**src/rtl/ckstop_pkg.sv**
```systemverilog
package ckstop_pkg;
   typedef enum logic [2:0] {
      CMD_NOP = 3'd0,
      CMD_ACT = 3'd1,
      CMD_RD  = 3'd2,
      CMD_WR  = 3'd3,
      CMD_PRE = 3'd4,
      CMD_REF = 3'd5,
      CMD_MRS = 3'd6
   } cmd_e;

   typedef enum logic [1:0] {
      ST_RUN     = 2'd0,
      ST_DRAIN   = 2'd1,
      ST_STOPPED = 2'd2,
      ST_RESUME  = 2'd3
   } state_e;
endpackage

```
**src/rtl/ckstop_ckgen.sv**
```systemverilog
module ckstop_ckgen (
   input  logic clk,
   input  logic rst_n,
   input  logic run,
   output logic ck_q,
   output logic tick
);
   // memory clock: toggles each system edge while running, parks low
   always_ff @(posedge clk or negedge rst_n) begin
      if (!rst_n)   ck_q <= 1'b0;
      else if (run) ck_q <= ~ck_q;
   end

   // next system edge is a rising CK edge
   assign tick = run & ~ck_q;
endmodule

```
**src/rtl/ckstop_timer.sv**
```systemverilog
module ckstop_timer
   import ckstop_pkg::*;
#(
   parameter int T_RCD     = 3,
   parameter int T_RP      = 3,
   parameter int T_RFC     = 10,
   parameter int T_MRD     = 2,
   parameter int T_WR      = 2,
   parameter int CAS_LAT   = 3,
   parameter int WR_LAT    = 1,
   parameter int BURST_LEN = 4
) (
   input  logic clk,
   input  logic rst_n,
   input  logic tick,
   input  logic load_en,
   input  cmd_e cmd,
   output logic zero
);
   localparam int BEATS_CYC = BURST_LEN / 2;
   localparam int RD_WAIT   = CAS_LAT + BEATS_CYC;
   localparam int WR_WAIT   = WR_LAT + BEATS_CYC + T_WR;
   localparam int MAX_A     = (T_RCD > T_RP) ? T_RCD : T_RP;
   localparam int MAX_B     = (T_RFC > T_MRD) ? T_RFC : T_MRD;
   localparam int MAX_C     = (RD_WAIT > WR_WAIT) ? RD_WAIT : WR_WAIT;
   localparam int MAX_AB    = (MAX_A > MAX_B) ? MAX_A : MAX_B;
   localparam int LOAD_MAX  = (MAX_AB > MAX_C) ? MAX_AB : MAX_C;
   localparam int CNT_W     = $clog2(LOAD_MAX + 1);

   logic [CNT_W-1:0] cnt_q;
   logic [CNT_W-1:0] load_val;

   always_comb begin
      case (cmd)
         CMD_ACT: load_val = CNT_W'(T_RCD);
         CMD_RD:  load_val = CNT_W'(RD_WAIT);
         CMD_WR:  load_val = CNT_W'(WR_WAIT);
         CMD_PRE: load_val = CNT_W'(T_RP);
         CMD_REF: load_val = CNT_W'(T_RFC);
         CMD_MRS: load_val = CNT_W'(T_MRD);
         default: load_val = '0;
      endcase
   end

   always_ff @(posedge clk or negedge rst_n) begin
      if (!rst_n)
         cnt_q <= '0;
      else if (load_en && cmd != CMD_NOP)
         cnt_q <= load_val;
      else if (tick && cnt_q != '0)
         cnt_q <= cnt_q - 1'b1;
   end

   assign zero = (cnt_q == '0);
endmodule

```
**src/rtl/ckstop_fsm.sv**
```systemverilog
module ckstop_fsm
   import ckstop_pkg::*;
#(
   parameter int EXTRA_NOPS = 0
) (
   input  logic   clk,
   input  logic   rst_n,
   input  logic   tick,
   input  logic   ck_q,
   input  logic   timer_zero,
   input  logic   stop_req,
   input  logic   bank_ok,
   input  logic   wake,
   output state_e state
);
   state_e state_d;
   logic   res_last;   // this rising edge completes the NOP count
   logic   res_load;

   assign res_load = (state == ST_STOPPED) && wake;

   generate
      if (EXTRA_NOPS == 0) begin : g_single_nop
         assign res_last = 1'b1;
      end else begin : g_nop_counter
         localparam int RES_W = $clog2(EXTRA_NOPS + 1);
         logic [RES_W-1:0] res_q;
         always_ff @(posedge clk or negedge rst_n) begin
            if (!rst_n)
               res_q <= '0;
            else if (res_load)
               res_q <= RES_W'(EXTRA_NOPS);
            else if (state == ST_RESUME && tick && res_q != '0)
               res_q <= res_q - 1'b1;
         end
         assign res_last = (res_q == '0);
      end
   endgenerate

   always_comb begin
      state_d = state;
      case (state)
         ST_RUN:     if (stop_req && bank_ok) state_d = ST_DRAIN;
         ST_DRAIN: begin
            if (!stop_req)                state_d = ST_RUN;
            else if (timer_zero && ck_q)  state_d = ST_STOPPED;
         end
         ST_STOPPED: if (wake) state_d = ST_RESUME;
         ST_RESUME:  if (tick && res_last) state_d = ST_RUN;
         default:    state_d = ST_RUN;
      endcase
   end

   always_ff @(posedge clk or negedge rst_n) begin
      if (!rst_n) state <= ST_RUN;
      else        state <= state_d;
   end
endmodule

```
**src/rtl/ckstop_ctrl.sv**
```systemverilog
module ckstop_ctrl
   import ckstop_pkg::*;
#(
   parameter int T_RCD      = 3,
   parameter int T_RP       = 3,
   parameter int T_RFC      = 10,
   parameter int T_MRD      = 2,
   parameter int T_WR       = 2,
   parameter int CAS_LAT    = 3,
   parameter int WR_LAT     = 1,
   parameter int BURST_LEN  = 4,
   parameter int EXTRA_NOPS = 0
) (
   input  logic       clk,
   input  logic       rst_n,
   input  logic [2:0] cmd,
   input  logic       bank_ok,
   input  logic       stop_req,
   input  logic       wake,
   output logic       ck,
   output logic       ck_n,
   output logic       cke,
   output logic       force_nop,
   output logic       stop_ack,
   output logic       acc_ready
);
   generate
      if (BURST_LEN != 2 && BURST_LEN != 4 && BURST_LEN != 8 && BURST_LEN != 16) begin : g_bad_bl
         $error("ckstop_ctrl: BURST_LEN must be 2, 4, 8 or 16");
      end
      if (T_RCD < 1 || T_RP < 1 || T_RFC < 1 || T_MRD < 1 || T_WR < 0) begin : g_bad_t
         $error("ckstop_ctrl: timing windows out of range");
      end
      if (CAS_LAT < 1 || WR_LAT < 0 || EXTRA_NOPS < 0) begin : g_bad_lat
         $error("ckstop_ctrl: latency or EXTRA_NOPS out of range");
      end
   endgenerate

   state_e state_q;
   logic   ck_q, tick, timer_zero, run, load_en;

   assign run     = (state_q != ST_STOPPED);
   assign load_en = tick && (state_q == ST_RUN);

   ckstop_ckgen u_ckgen (
      .clk   (clk),
      .rst_n (rst_n),
      .run   (run),
      .ck_q  (ck_q),
      .tick  (tick)
   );

   ckstop_timer #(
      .T_RCD     (T_RCD),
      .T_RP      (T_RP),
      .T_RFC     (T_RFC),
      .T_MRD     (T_MRD),
      .T_WR      (T_WR),
      .CAS_LAT   (CAS_LAT),
      .WR_LAT    (WR_LAT),
      .BURST_LEN (BURST_LEN)
   ) u_timer (
      .clk     (clk),
      .rst_n   (rst_n),
      .tick    (tick),
      .load_en (load_en),
      .cmd     (cmd_e'(cmd)),
      .zero    (timer_zero)
   );

   ckstop_fsm #(
      .EXTRA_NOPS (EXTRA_NOPS)
   ) u_fsm (
      .clk        (clk),
      .rst_n      (rst_n),
      .tick       (tick),
      .ck_q       (ck_q),
      .timer_zero (timer_zero),
      .stop_req   (stop_req),
      .bank_ok    (bank_ok),
      .wake       (wake),
      .state      (state_q)
   );

   assign ck        = ck_q;
   assign ck_n      = ~ck_q;
   assign cke       = 1'b1;
   assign force_nop = (state_q != ST_RUN);
   assign stop_ack  = (state_q == ST_STOPPED);
   assign acc_ready = (state_q == ST_RUN);
endmodule

```
**config.mk**
```make
export PLATFORM = sky130hd
export DESIGN_NAME = ckstop_ctrl
export DESIGN_NICKNAME = d
export VERILOG_FILES = /design/src/rtl/ckstop_pkg.sv /design/src/rtl/ckstop_ckgen.sv /design/src/rtl/ckstop_timer.sv /design/src/rtl/ckstop_fsm.sv /design/src/rtl/ckstop_ctrl.sv
export SDC_FILE = /design/constraint.sdc
export NUM_CORES = 1
export LEC_CHECK = 0
export BUFFER_PORTS_ARGS = -buffer_cell sky130_fd_sc_hd__buf_2
export CORE_AREA = 2 2 39 41
export DETAILED_ROUTE_END_ITERATION = 8
export DIE_AREA = 0 0 41 43
export PLACE_DENSITY = 0.61
export SYNTH_ARGS = -nofsm -noshare
export SYNTH_HDL_FRONTEND = slang
export SYNTH_HIERARCHICAL = 1
export SYNTH_SLANG_ARGS = --single-unit
```
**constraint.sdc**
```tcl
create_clock -name clk -period 2.35 [get_ports clk]
set_clock_uncertainty 0.05 [all_clocks]
set_input_delay 0.1175 -clock clk [delete_from_list [all_inputs] [get_ports clk]]
set_output_delay 0.1175 -clock clk [all_outputs]
set_load 0.005 [all_outputs]
```
-- Word-level counts from Yosys, hierarchy flattened
Cells that the tools add are included.
- register bits after elaboration: 7
- bits in latches: 0
- bits in writable memories: 0
- memory bits (read-only): 0
- bits of input ports: 8
- output and inout port bits: 6
- word-level logic and storage cells: 43
- memories: 0
- $add $sub $neg: 1
- multipliers: 0
- div/mod/pow operators: 0
- magnitude comparators: 0
- equality and inequality tests: 14
- shift-type cells: 0
- multiplexer cells: 9
- bitwise operators: 2
- reduce and logical (&&, ||, !) cells: 14
- operator list (cell ; count):
    4-bit case mux with 4 select lines ; 1
    2-bit 2-to-1 mux ; 5
    3-bit equality test, second input constant ; 3
    4-bit 2-to-1 mux ; 2
    2-bit case mux with 4 select lines ; 1
    3-bit by 2-bit equality test with 1-bit output, second input constant ; 2
    2-bit inequality test, second input constant ; 3
    1-bit logical AND ; 5
    2-bit equality test, second input constant ; 2
    4-bit zero test ; 1
    4-bit AND reduction ; 1
    2-bit nonzero test ; 2
    4-bit nonzero test ; 1
    2-bit OR reduction ; 2
    4-bit by 1-bit subtractor with 4-bit output, second input constant ; 1
    3-bit by 1-bit equality test with 1-bit output, second input constant ; 1
    3-bit by 2-bit inequality test with 1-bit output, second input constant ; 1
    3-bit nonzero test ; 1
    2-bit by 1-bit equality test with 1-bit output, second input constant ; 1
    2-bit zero test ; 1
    2-bit by 1-bit inequality test with 1-bit output, second input constant ; 1
    1-bit AND ; 1
    1-bit inverter ; 1

-- Logic depth before layout (Yosys ltp)
Gate-level depths: netlist of the first run.
- depth in word-level cells: 5
- mapped depth: 7
- mapped depth without buffers: 7

-- Cells and area by module
Netlist of the first run, hierarchy kept.
- by module, submodules not included (module ; times used ; cells each ; area an instance (um^2) ; sequential area each (um^2)):
    ckstop_timer ; 1 ; 34 ; 319.1 ; 100.1
    ckstop_fsm ; 1 ; 8 ; 108.9 ; 50.0
    ckstop_ctrl ; 1 ; 8 ; 45.0 ; 0.0
    ckstop_ckgen ; 1 ; 3 ; 42.5 ; 25.0

-- Worst setup path before layout of the first run
OpenSTA, ideal clock, no wires.
- path kind: reg2reg
- start point: register u_fsm.state[0]
- end point: register u_timer.cnt_q[1]
- library setup time: 0.127 ns
- arrival: 1.917 ns
- required time: 2.173 ns
- path slack: 0.256 ns
- cell stages (with the launch flop): 8
- path buffers: 0
- clock period less this slack: 2.094 ns
- cell sequence: dfrtp_1 > nand2b_1 > and2b_2 > nor3b_1 > o31ai_4 > a21boi_4 > a211oi_1 > a21oi_1
- cells in the longest elaborated chain, start to end: 5
- elaborated cells on any way between the ends: 8
- classes of those cells: eq/ne: 1; mux: 1; bitwise: 1; reduce/logical: 5
- RTL lines (element ; line ; text):
    start: declaration ; ckstop_fsm.sv:14 ; output state_e state
    start signal: assignment ; ckstop_fsm.sv:56 ; else state <= state_d;
    2-bit inequality test (*) ; ckstop_ctrl.sv:42 ; assign run = (state_q != ST_STOPPED);
    via run ; ckstop_ctrl.sv:40 ; logic ck_q, tick, timer_zero, run, load_en;
    1-bit AND (*) ; ckstop_ckgen.sv:15 ; assign tick = run & ~ck_q;
    via tick ; ckstop_ctrl.sv:40 ;
    1-bit logical AND (*) ; ckstop_ctrl.sv:43 ; assign load_en = tick && (state_q == ST_RUN);
    via load_en ; ckstop_ctrl.sv:40 ;
    1-bit logical AND (*) ; ckstop_timer.sv:48 ; else if (load_en && cmd != CMD_NOP)
    4-bit 2-to-1 mux / 2-bit nonzero test (equally long branches) ; - ;
    end signal: assignment ; ckstop_timer.sv:49 ; cnt_q <= load_val;
    end signal: assignment ; ckstop_timer.sv:51 ; cnt_q <= cnt_q - 1'b1;
    end: declaration ; ckstop_timer.sv:30 ; logic [CNT_W-1:0] cnt_q;
The timed path passes the listed nets; every way through them passes the cells marked *.
A chain may end at the register's enable or synchronous reset.

-- Worst setup path after layout of the first run
- start point: register u_fsm.state[0]
- end point: register u_timer.cnt_q[3]
Same word-level chain as after synthesis.

==> impl_metrics.ini, run 1 <==
[setup_path]
required_ns = 2.44
cp_max_fo = 8
end_kind = register
start_kind = register
worstSetupPathType = register to register
cp_slowest_stage_delay_ns = 0.46
worstPathCellList = nand2b_1, and2b_2, nor3b_1, buf_4, o31ai_4, a21boi_4, a21oi_2, o2bb2a_4
cp.arrival_ns = 2.09
worst_path_max_delay_cell = dfrtp_1

[pwr]
p_int_mw = 0.487
total_power_mw = 0.822
leakagePower_nw = 0.296
clkPwrFrac_pct = 13.2
ir_worst_vdd_mv = 0.505
power_frac_comb_pct = 56.6
cellPowerDensity_nw_per_um2 = 1300
power_switching_mw = 0.335
seq_power_share_pct = 30.2
swShare_pct = 40.8

[yosys]
synth_top_family_by_area = compound AO/OA/AOI/OAI gates
synth_simple_gate_area_share_pct = 20.4
synth_cell_types = 32
synth_warnings = 6
syn_area_um2 = 515
yosysTopAreaCell = dfrtp_1
synth.area.top_cells = dfrtp_1, inv_1, mux4_2
yosys.area.top_type_share_pct = 34.0
syn_inst = 53
ys_ff_latch = 7
synth-xor-area-share_pct = 3.40
synthAdderAreaFrac_pct = 2.43
synth_fp_nets = 62
muxShareOfSynthArea_pct = 4.37
synth_compound_area_share_pct = 28.9
syn_area_per_cell_um2 = 9.73
synth-seq-area-share_pct = 34.0

[global_routing]
grt_util_met2_pct = 19.7
grt_pass1_wl_mm = 1.73
grt-ovfl-total = 0
gr-usage-all-layers_pct = 14.8
grt_start_max_net_pins = 9
grt_pass1_vias = 399
grt_use_met3_pct = 6.28
busiest_layer = met1
met1_usage_pct = 20.5
grt_antenna_before_repair = 0

[clock_network]
cts_sinks = 7
cts.clk_slew.worst_paths_ns = 0.05
cts_root_buffer = clkbuf_4
cts_buffers = 3
post_cts_buffers = 0
clk_path_buf_depth = 2
insertion_delay_ns = 0.25
htree_levels = 1
cts_tree = built

[detailed_routing]
final_antenna_net_count = 0
drt_first_pass_iters = 2
viasPerCell = 5.06
wl_per_cell_um = 12.2
wl_mm = 1.05
drc = 0
drtIter0Drc = 8
dr_total_vias = 435

[placement]
place_congestion = 0.752
placedCellCount = 81
post-place-ws_ns = 0.349
dp_hpwl_um = 777
port_buffers = 12

[timing]
fmax_mhz = 501
finalHoldViolCount = 0
rsz0062_at_grt = false
layout_worst_path_cycle_share_pct = 84.9
slew_viol_final = 0
fin_crit_ns = 2.00
setup_violations = 0
tns_ns = 0
fin_ws_ns = 0.354

[finish]
nets = 80
drive_gt1_share_pct = 35.7
fin_util_pct = 45.7
n_antenna_cell = 0
area_growth_pct = 22.6
layout.cells.non_filler = 86

[run]
maxCapViolations = 0

[floorplan]
core_region_area_um2 = 1380
ioPinCount = 14
initial_core_util_pct = 37.3
fp-row-count = 14
die_w_um = 41
die_h_um = 43
die-area_um2 = 1760

[run_status]
status = finished clean

[hold_path]
hold_class = input pin to register
-- metal layers --
| layer | part of all wire (%) | vias to the layer above |
|---|---|---|
| met1 | 47 | 200 |
| met4 | 0.48 | 0 |
| li1 | - | 220 |
| met3 | 6.2 | 2 |
| met5 | 0 | - |
| met2 | 46 | 13 |
-- final timing paths --
| kind | start | end | slack [ns] | cells past startpoint |
|---|---|---|---|---|
| max | u_fsm/state[0]$_DFFE_PN0P_ | u_timer/cnt_q[3]$_DFFE_PN0P_ | 0.35 | 8 |
| min | wake | u_fsm/state[0]$_DFFE_PN0P_ | 0.14 | 2 |
| max reg2reg | u_fsm/state[0]$_DFFE_PN0P_ | u_timer/cnt_q[3]$_DFFE_PN0P_ | 0.35 | 8 |
| min reg2reg | u_timer/cnt_q[1]$_DFFE_PN0P_ | u_timer/cnt_q[1]$_DFFE_PN0P_ | 0.50 | 2 |
| max in group asynchronous | rst_n | u_timer/cnt_q[0]$_DFFE_PN0P_ | 1.91 | 2 |
| min in group asynchronous | rst_n | u_fsm/state[0]$_DFFE_PN0P_ | 0.18 | 2 |
-- cell type report --
class                           count  area [µm²]
Multi-Input combinational cell     39         310
Inverter                            6        22.5
Clock buffer                        4        26.3
Fill cell                         138         752
Timing Repair Buffer               14        77.6
Tap cell                           16        20.0
Sequential cell                     7         175
-- critical path, delay by kind of cell (launching register included) --
family	cells	cell delay [ns]
simple gates	3	0.61
compound gates	4	0.61
flops	1	0.46
buf+inv	1	0.16
-- power groups by stage --
stage	clock network, mW	registers, mW	logic (mW)
after detailed placement	0	0.248	0.465
after global routing	0.122	0.261	0.534
after global placement	0	0.249	0.460
after floorplan	0	0.231	0.348
after CTS	0.115	0.248	0.471
final	0.109	0.248	0.465
-- metrics by stage --
| step | instance area (µm²) | hold slack (ns) |
|---|---|---|
| floorplan | 515 | -0.228 |
| global placement | 596 | -0.0884 |
| detailed placement | 596 | -0.0884 |
| CTS | 632 | 0.140 |
| global route | 632 | 0.148 |
| finish | 632 | 0.145 |
-- Yosys cell counts --
master,count
dfrtp_1,7
inv_1,6
nand2_1,6
nor2_1,4
a21oi_1,2
o21ai_0,2
a211oi_1,1
a21boi_2,1
a21boi_4,1
a21oi_2,1
a31oi_1,1
a41oi_1,1
and2_0,1
and2b_2,1
buf_4,1
conb_1,1
ha_1,1
mux4_2,1
nand2b_1,1
nand4b_1,1
nor2b_1,1
nor3b_1,1
o211ai_1,1
o21a_1,1
o2bb2a_4,1
o31ai_4,1
o32a_2,1
or2_1,1
or3_1,1
or3b_4,1
xnor2_1,1
xor2_1,1
-- timing repair --
| action | CTS | global route |
|---|---|---|
| gates resized for setup | 0 | 0 |
| setup endpoints to repair | 0 | 0 |
| hold buffers | 1 | 0 |
| hold endpoints to repair | 7 | 0 |
-- logic make-up (layout without fill, tap and decap cells) --
kind of cell	Yosys count	count (layout)
fa+ha+maj	1	1
compound gates	15	15
other cells	1	1
xor+xnor	2	2
buf+inv	7	24
simple gates	19	19
flops	7	7
mux	1	1
-- layout by cell type, fill, tap and decap left out --
cell type      netlist  final
inv_1                6      6
a31oi_1              1      1
o32a_2               1      1
and2_0               1      1
a21boi_2             1      1
xor2_1               1      1
or3b_4               1      1
conb_1               1      1
or3_1                1      1
o211ai_1             1      1
ha_1                 1      1
buf_2                0     12
nand2_1              6      6
nand2b_1             1      1
or2_1                1      1
clkbuf_4             0      3
xnor2_1              1      1
and2b_2              1      1
mux4_2               1      1
dlygate4sd3_1        0      1
clkbuf_1             0      1
nand4b_1             1      1
a41oi_1              1      1
buf_4                1      1
a21oi_1              2      2
nor2b_1              1      1
o31ai_4              1      1
nor3b_1              1      1
a21oi_2              1      1
nor2_1               4      4
a211oi_1             1      1
o2bb2a_4             1      1
o21a_1               1      1
dfrtp_1              7      7
o21ai_0              2      2
a21boi_4             1      1
Power figures use the tool's default switching activity.
==> inputs of run 2 (changes only) <==
--- a/config.mk
+++ b/config.mk
@@ -5,11 +5,12 @@
 export SDC_FILE = /design/constraint.sdc
 export NUM_CORES = 1
 export LEC_CHECK = 0
+export ABC_AREA = 1
 export BUFFER_PORTS_ARGS = -buffer_cell sky130_fd_sc_hd__buf_2
 export CORE_AREA = 2 2 39 41
 export DETAILED_ROUTE_END_ITERATION = 8
 export DIE_AREA = 0 0 41 43
-export PLACE_DENSITY = 0.61
+export PLACE_DENSITY = 0.69
 export SYNTH_ARGS = -nofsm -noshare
 export SYNTH_HDL_FRONTEND = slang
 export SYNTH_HIERARCHICAL = 1
==> constraint.sdc (replaced) <==
create_clock -name clk -period 1.8 [get_ports clk]
set_clock_uncertainty 0.05 [all_clocks]
set_input_delay 0.09 -clock clk [delete_from_list [all_inputs] [get_ports clk]]
set_output_delay 0.09 -clock clk [all_outputs]
set_load 0.005 [all_outputs]
==> impl_metrics.ini, run 2 <==
[run_status]
status = finished clean

[yosys]
yosysTopAreaCell = dfrtp_1
syn_area_per_cell_um2 = 6.31
synth.area.top_cells = dfrtp_1, nand2_1, inv_1
syn_inst = 92
synth_fp_nets = 101
ys_ff_latch = 7
synth_cell_types = 16
synth_warnings = 6
yosys.area.top_type_share_pct = 30.2
syn_area_um2 = 581
synth_commonest_cells = nand2_1, inv_1, nand3_1
synthArstFlopShare_pct = 100
ys.flop_type = dfrtp_1
synth-seq-area-share_pct = 30.2
synth_edf_count = 0
yosys.cell_count.top_type = nand2_1

[detailed_routing]
wl_per_cell_um = 8.72
final_antenna_net_count = 0
drt_first_pass_iters = 3
wl_mm = 1.11
drtIter0Drc = 1
drc = 0
dr_total_vias = 559
viasPerCell = 4.40

[setup_path]
worstPathCellList = inv_1, nor2_2, inv_1, nand2_2, inv_1, inv_1, nor2_4, inv_1, a21oi_1, o21ai_0, nand2_1, nand2_1
worst_path_max_delay_cell = dfrtp_1
end_kind = register
ff2ff_setup_slack_ns = 0.29
cp.arrival_ns = 1.59
start_kind = register
cp_max_fo = 5
cp_common_cell = inv_1
required_ns = 1.88
worstSetupPathType = register to register
cp_slowest_stage_delay_ns = 0.37

[finish]
final_common_cell = nand2_1
area_growth_pct = 23.5
final_cell_mix = nand2_1, inv_1, buf_2
drive_gt1_share_pct = 31.5
n_antenna_cell = 0
nets = 121

[timing]
setup_violations = 0
slew_viol_final = 0
fin_crit_ns = 1.51
fmax_mhz = 663
rsz0062_at_grt = false
layout_worst_path_cycle_share_pct = 83.8
finalHoldViolCount = 0
tns_ns = 0

[global_routing]
gr-usage-all-layers_pct = 17.2
grt_start_max_net_pins = 8
grt-ovfl-total = 0
grt_pass1_wl_mm = 2.03
grt_pass1_vias = 526
grt_antenna_before_repair = 0

[clock_network]
cts.clk_slew.worst_paths_ns = 0.05
clk_path_buf_depth = 2
cts_sinks = 7
cts_root_buffer = clkbuf_4
cts_buffers = 3
htree_levels = 1
insertion_delay_ns = 0.24
cts_tree = built
post_cts_buffers = 0

[placement]
dp_hpwl_um = 953
place_congestion = 0.749
port_buffers = 12

[run]
maxCapViolations = 0

[floorplan]
die_h_um = 43
ioPinCount = 14
die_w_um = 41
initial_core_util_pct = 42.0
fp-row-count = 14
die-area_um2 = 1760
core_region_area_um2 = 1380

[pwr]
leakagePower_nw = 0.424
cellPowerDensity_nw_per_um2 = 1810
ir_worst_vdd_mv = 0.794
total_power_mw = 1.30

[hold_path]
hold_class = input pin to async pin
==> run 2: cell count changes after synthesis, sizes merged, moves of 2 or more <==
cell | previous run | this run
nor2 | 4 | 13
o21ai | 2 | 4
nand3 | 0 | 10
nand2 | 6 | 31
a21boi | 2 | 0
inv | 6 | 21
==> run 2: what timing repair did <==
action | in CTS | in global routing
hold endpoints to repair | 7 | 0
hold buffers | 1 | 0
setup endpoints to repair | 0 | 1
gates resized for setup | 0 | 1
==> run 2: worst max-delay path, delay by kind of cell (launching register included) <==
family,cells,cell delay [ns]
compound gates,2,0.25
simple gates,5,0.36
buf+inv,5,0.35
flops,1,0.37
==> run 2: stage by stage <==
stage | instances | util [%] | hold WS [ns] | area [µm²] | worst slack (ns)
floorplan | 92 | - | -0.256 | 581 | 0.237
global placement | 122 | 48.8 | -0.113 | 676 | 0.263
detailed placement | 122 | 48.8 | -0.116 | 676 | 0.209
CTS | 127 | 51.4 | 0.151 | 712 | 0.197
global route | 127 | 51.8 | 0.169 | 717 | 0.0663
finish | 127 | 51.8 | 0.155 | 717 | 0.291
==> run 2: logic make-up after synthesis <==
family          share of synthesized area [%]
compound gates                           6.03
fa+ha+maj                                2.15
buf+inv                                  14.9
flops                                    30.2
other cells                             0.646
simple gates                             46.1
==> run 2: final cells by class <==
class | instances | area (µm²)
Clock buffer | 4 | 26.3
Fill cell | 151 | 667
Inverter | 21 | 78.8
Multi-Input combinational cell | 63 | 324
Sequential cell | 7 | 175
Tap cell | 16 | 20.0
Timing Repair Buffer | 16 | 92.6
==> run 2: where the power goes <==
group	switching, mW	internal [mW]	leakage [nW]	total (mW)
combinational	0.507	0.345	0.325	0.852
clock	0.0534	0.0843	0.0150	0.138
sequential	0.0677	0.242	0.0841	0.309
==> run 2: worst paths after layout <==
path,from,cells past startpoint,end
setup / recovery,register,12,u_timer/cnt_q[1]$_DFFE_PN0P_
hold / removal,rst_n,2,u_fsm/state[0]$_DFFE_PN0P_
setup reg to reg,register,12,u_timer/cnt_q[1]$_DFFE_PN0P_
hold reg to reg,u_timer/cnt_q[1]$_DFFE_PN0P_,2,u_timer/cnt_q[1]$_DFFE_PN0P_
max in group asynchronous,rst_n,2,u_timer/cnt_q[0]$_DFFE_PN0P_
min in group clk,stop_req,5,register
==> run 2: per-layer routing <==
layer	routed length, µm	track usage, %	up-vias	share of wire [%]
met5	0	0	-	0
met4	0	10.0	0	0
met3	20	3.14	0	1.8
met2	590	28.1	7	53
met1	496	19.4	240	45
li1	-	-	312	-
==> inputs of run 3 (changes only) <==
--- a/config.mk
+++ b/config.mk
@@ -5,12 +5,12 @@
 export SDC_FILE = /design/constraint.sdc
 export NUM_CORES = 1
 export LEC_CHECK = 0
-export ABC_AREA = 1
+export ABC_AREA = 0
 export BUFFER_PORTS_ARGS = -buffer_cell sky130_fd_sc_hd__buf_2
 export CORE_AREA = 2 2 39 41
 export DETAILED_ROUTE_END_ITERATION = 8
 export DIE_AREA = 0 0 41 43
-export PLACE_DENSITY = 0.69
+export PLACE_DENSITY = 0.61
 export SYNTH_ARGS = -nofsm -noshare
 export SYNTH_HDL_FRONTEND = slang
 export SYNTH_HIERARCHICAL = 1
==> constraint.sdc (replaced) <==
create_clock -name clk -period 1.4 [get_ports clk]
set_clock_uncertainty 0.05 [all_clocks]
set_input_delay 0.07 -clock clk [delete_from_list [all_inputs] [get_ports clk]]
set_output_delay 0.07 -clock clk [all_outputs]
set_load 0.005 [all_outputs]
==> impl_metrics.ini, run 3 (same netlist as run 1, synthesis figures left out) <==
[setup_path]
ff2ff_setup_slack_ns = -0.35
cp_max_fo = 3
worstSetupPathType = register to register
reg2regPathDepth = 6
cp.arrival_ns = 1.82
r2r_start = u_timer/cnt_q[0]$_DFFE_PN0P_
r2r-end = u_fsm/state[0]$_DFFE_PN0P_
start_kind = register
required_ns = 1.47
end_kind = register

[timing]
slew_viol_final = 0
rsz0062_at_grt = true
setup_violations = 6
tns_ns = -1.38
fmax_mhz = 570
finalHoldViolCount = 0
fin_ws_ns = -0.354
layout_worst_path_cycle_share_pct = 125
fin_crit_ns = 1.75

[pwr]
p_int_mw = 1.11
power_switching_mw = 0.724
ir_worst_vdd_mv = 1.12
leakagePower_nw = 0.375
cellPowerDensity_nw_per_um2 = 2310
clkPwrFrac_pct = 9.8
seq_power_share_pct = 19.6
power_frac_comb_pct = 70.6
swShare_pct = 39.4

[hold_path]
hp-start = wake
hold-path-endpoint = u_fsm/state[0]$_DFFE_PN0P_
holdPathStages = 2
hold_class = input pin to register

[clock_network]
cts_root_buffer = clkbuf_4
cts_tree = built
htree_levels = 1
cts_buffers = 3
cts_sinks = 7
insertion_delay_ns = 0.25
cts.clk_slew.worst_paths_ns = 0.05
clk_path_buf_depth = 2

[placement]
dp_hpwl_um = 924
placedCellCount = 92
port_buffers = 12
place_congestion = 0.819
post-place-ws_ns = -0.356

[finish]
area_growth_pct = 54.1
fin_util_pct = 57.4
n_fill_cell = 125
drive_gt1_share_pct = 61.9
final_cell_mix = buf_4, buf_2, dfrtp_1
layout.cells.non_filler = 100
nets = 94
final_common_cell = buf_4
n_antenna_cell = 0

[global_routing]
grt_start_max_net_pins = 8
gr-usage-all-layers_pct = 17.1
grt_pass1_wl_mm = 1.93
grt_antenna_before_repair = 0
grt-ovfl-total = 0
grt_pass1_vias = 455

[floorplan]
die_w_um = 41
core_region_area_um2 = 1380
die_h_um = 43
die-area_um2 = 1760
ioPinCount = 14
initial_core_util_pct = 37.3
fp-row-count = 14

[run_status]
failed_checks = negative setup slack
status = finished with violations

[detailed_routing]
dr_total_vias = 503
drt_first_pass_iters = 4
final_antenna_net_count = 0
drc = 0
drtIter0Drc = 4
wl_per_cell_um = 12.5
viasPerCell = 5.03
wl_mm = 1.25

[run]
maxCapViolations = 0
==> run 3: critical path: stages, from the launching register on <==
cell and delay [ns]:
dfrtp_1 0.39, inv_2 0.09, ha_4 0.13, or3b_4 0.41
inv_2 0.08, a21boi_2 0.04, mux4_2 0.45
==> run 3: repair_timing <==
action,CTS,global route
setup endpoints to repair,6,6
gates resized for setup,6,4
cloned,0,0
hold endpoints to repair,7,0
hold buffers,1,0
setup buffers,1,2
pin swaps,1,2
==> run 3: how the worst max path moves through the flow <==
stage                                            start                            to  slack [ns]  cells past startpoint
after detailed placement  u_timer/cnt_q[1]$_DFFE_PN0P_    u_fsm/state[0]$_DFFE_PN0P_       -0.36                      6
after floorplan             u_fsm/state[0]$_DFFE_PN0P_  u_timer/cnt_q[3]$_DFFE_PN0P_       -0.34                      7
after global placement    u_timer/cnt_q[1]$_DFFE_PN0P_    u_fsm/state[0]$_DFFE_PN0P_       -0.32                      6
after CTS                 u_timer/cnt_q[0]$_DFFE_PN0P_    u_fsm/state[0]$_DFFE_PN0P_       -0.34                      6
after global routing      u_timer/cnt_q[0]$_DFFE_PN0P_    u_fsm/state[0]$_DFFE_PN0P_       -0.42                      6
final                     u_timer/cnt_q[0]$_DFFE_PN0P_    u_fsm/state[0]$_DFFE_PN0P_       -0.35                      6
==> run 3: metal layers <==
metal,GRT usage (%),vias up,share of wire [%]
li1,-,247,-
met1,19.5,234,39
met2,24.1,15,53
met3,9.42,7,6.0
met4,10.0,0,2.3
met5,0,-,0
==> run 3: area by class of cell <==
cell class / instances / area (µm²) / share of cell area (%)
Multi-Input combinational cell: 39 / 367 / 46.1
Inverter: 6 / 22.5 / 2.83
Timing Repair Buffer: 28 / 183 / 23.0
Tap cell: 16 / 20.0 / 2.52
Sequential cell: 7 / 176 / 22.2
Clock buffer: 4 / 26.3 / 3.31
==> run 3: power groups by stage <==
| stage | logic, mW | clock network [mW] | registers, mW |
|---|---|---|---|
| finish | 1.30 | 0.179 | 0.361 |
| global route | 1.43 | 0.204 | 0.368 |
| CTS | 1.21 | 0.190 | 0.359 |
| detailed placement | 1.14 | 0 | 0.360 |
| global placement | 1.12 | 0 | 0.353 |
| floorplan | 0.643 | 0 | 0.412 |
==> run 3: metrics by stage <==
stage / power [mW] / hold WS [ns] / cell area [µm²]
global route: 2.00 / 0.103 / 795
CTS: 1.76 / 0.0900 / 759
floorplan: 1.06 / -0.276 / 541
detailed placement: 1.50 / -0.137 / 703
finish: 1.84 / 0.0976 / 795
global placement: 1.47 / -0.138 / 703
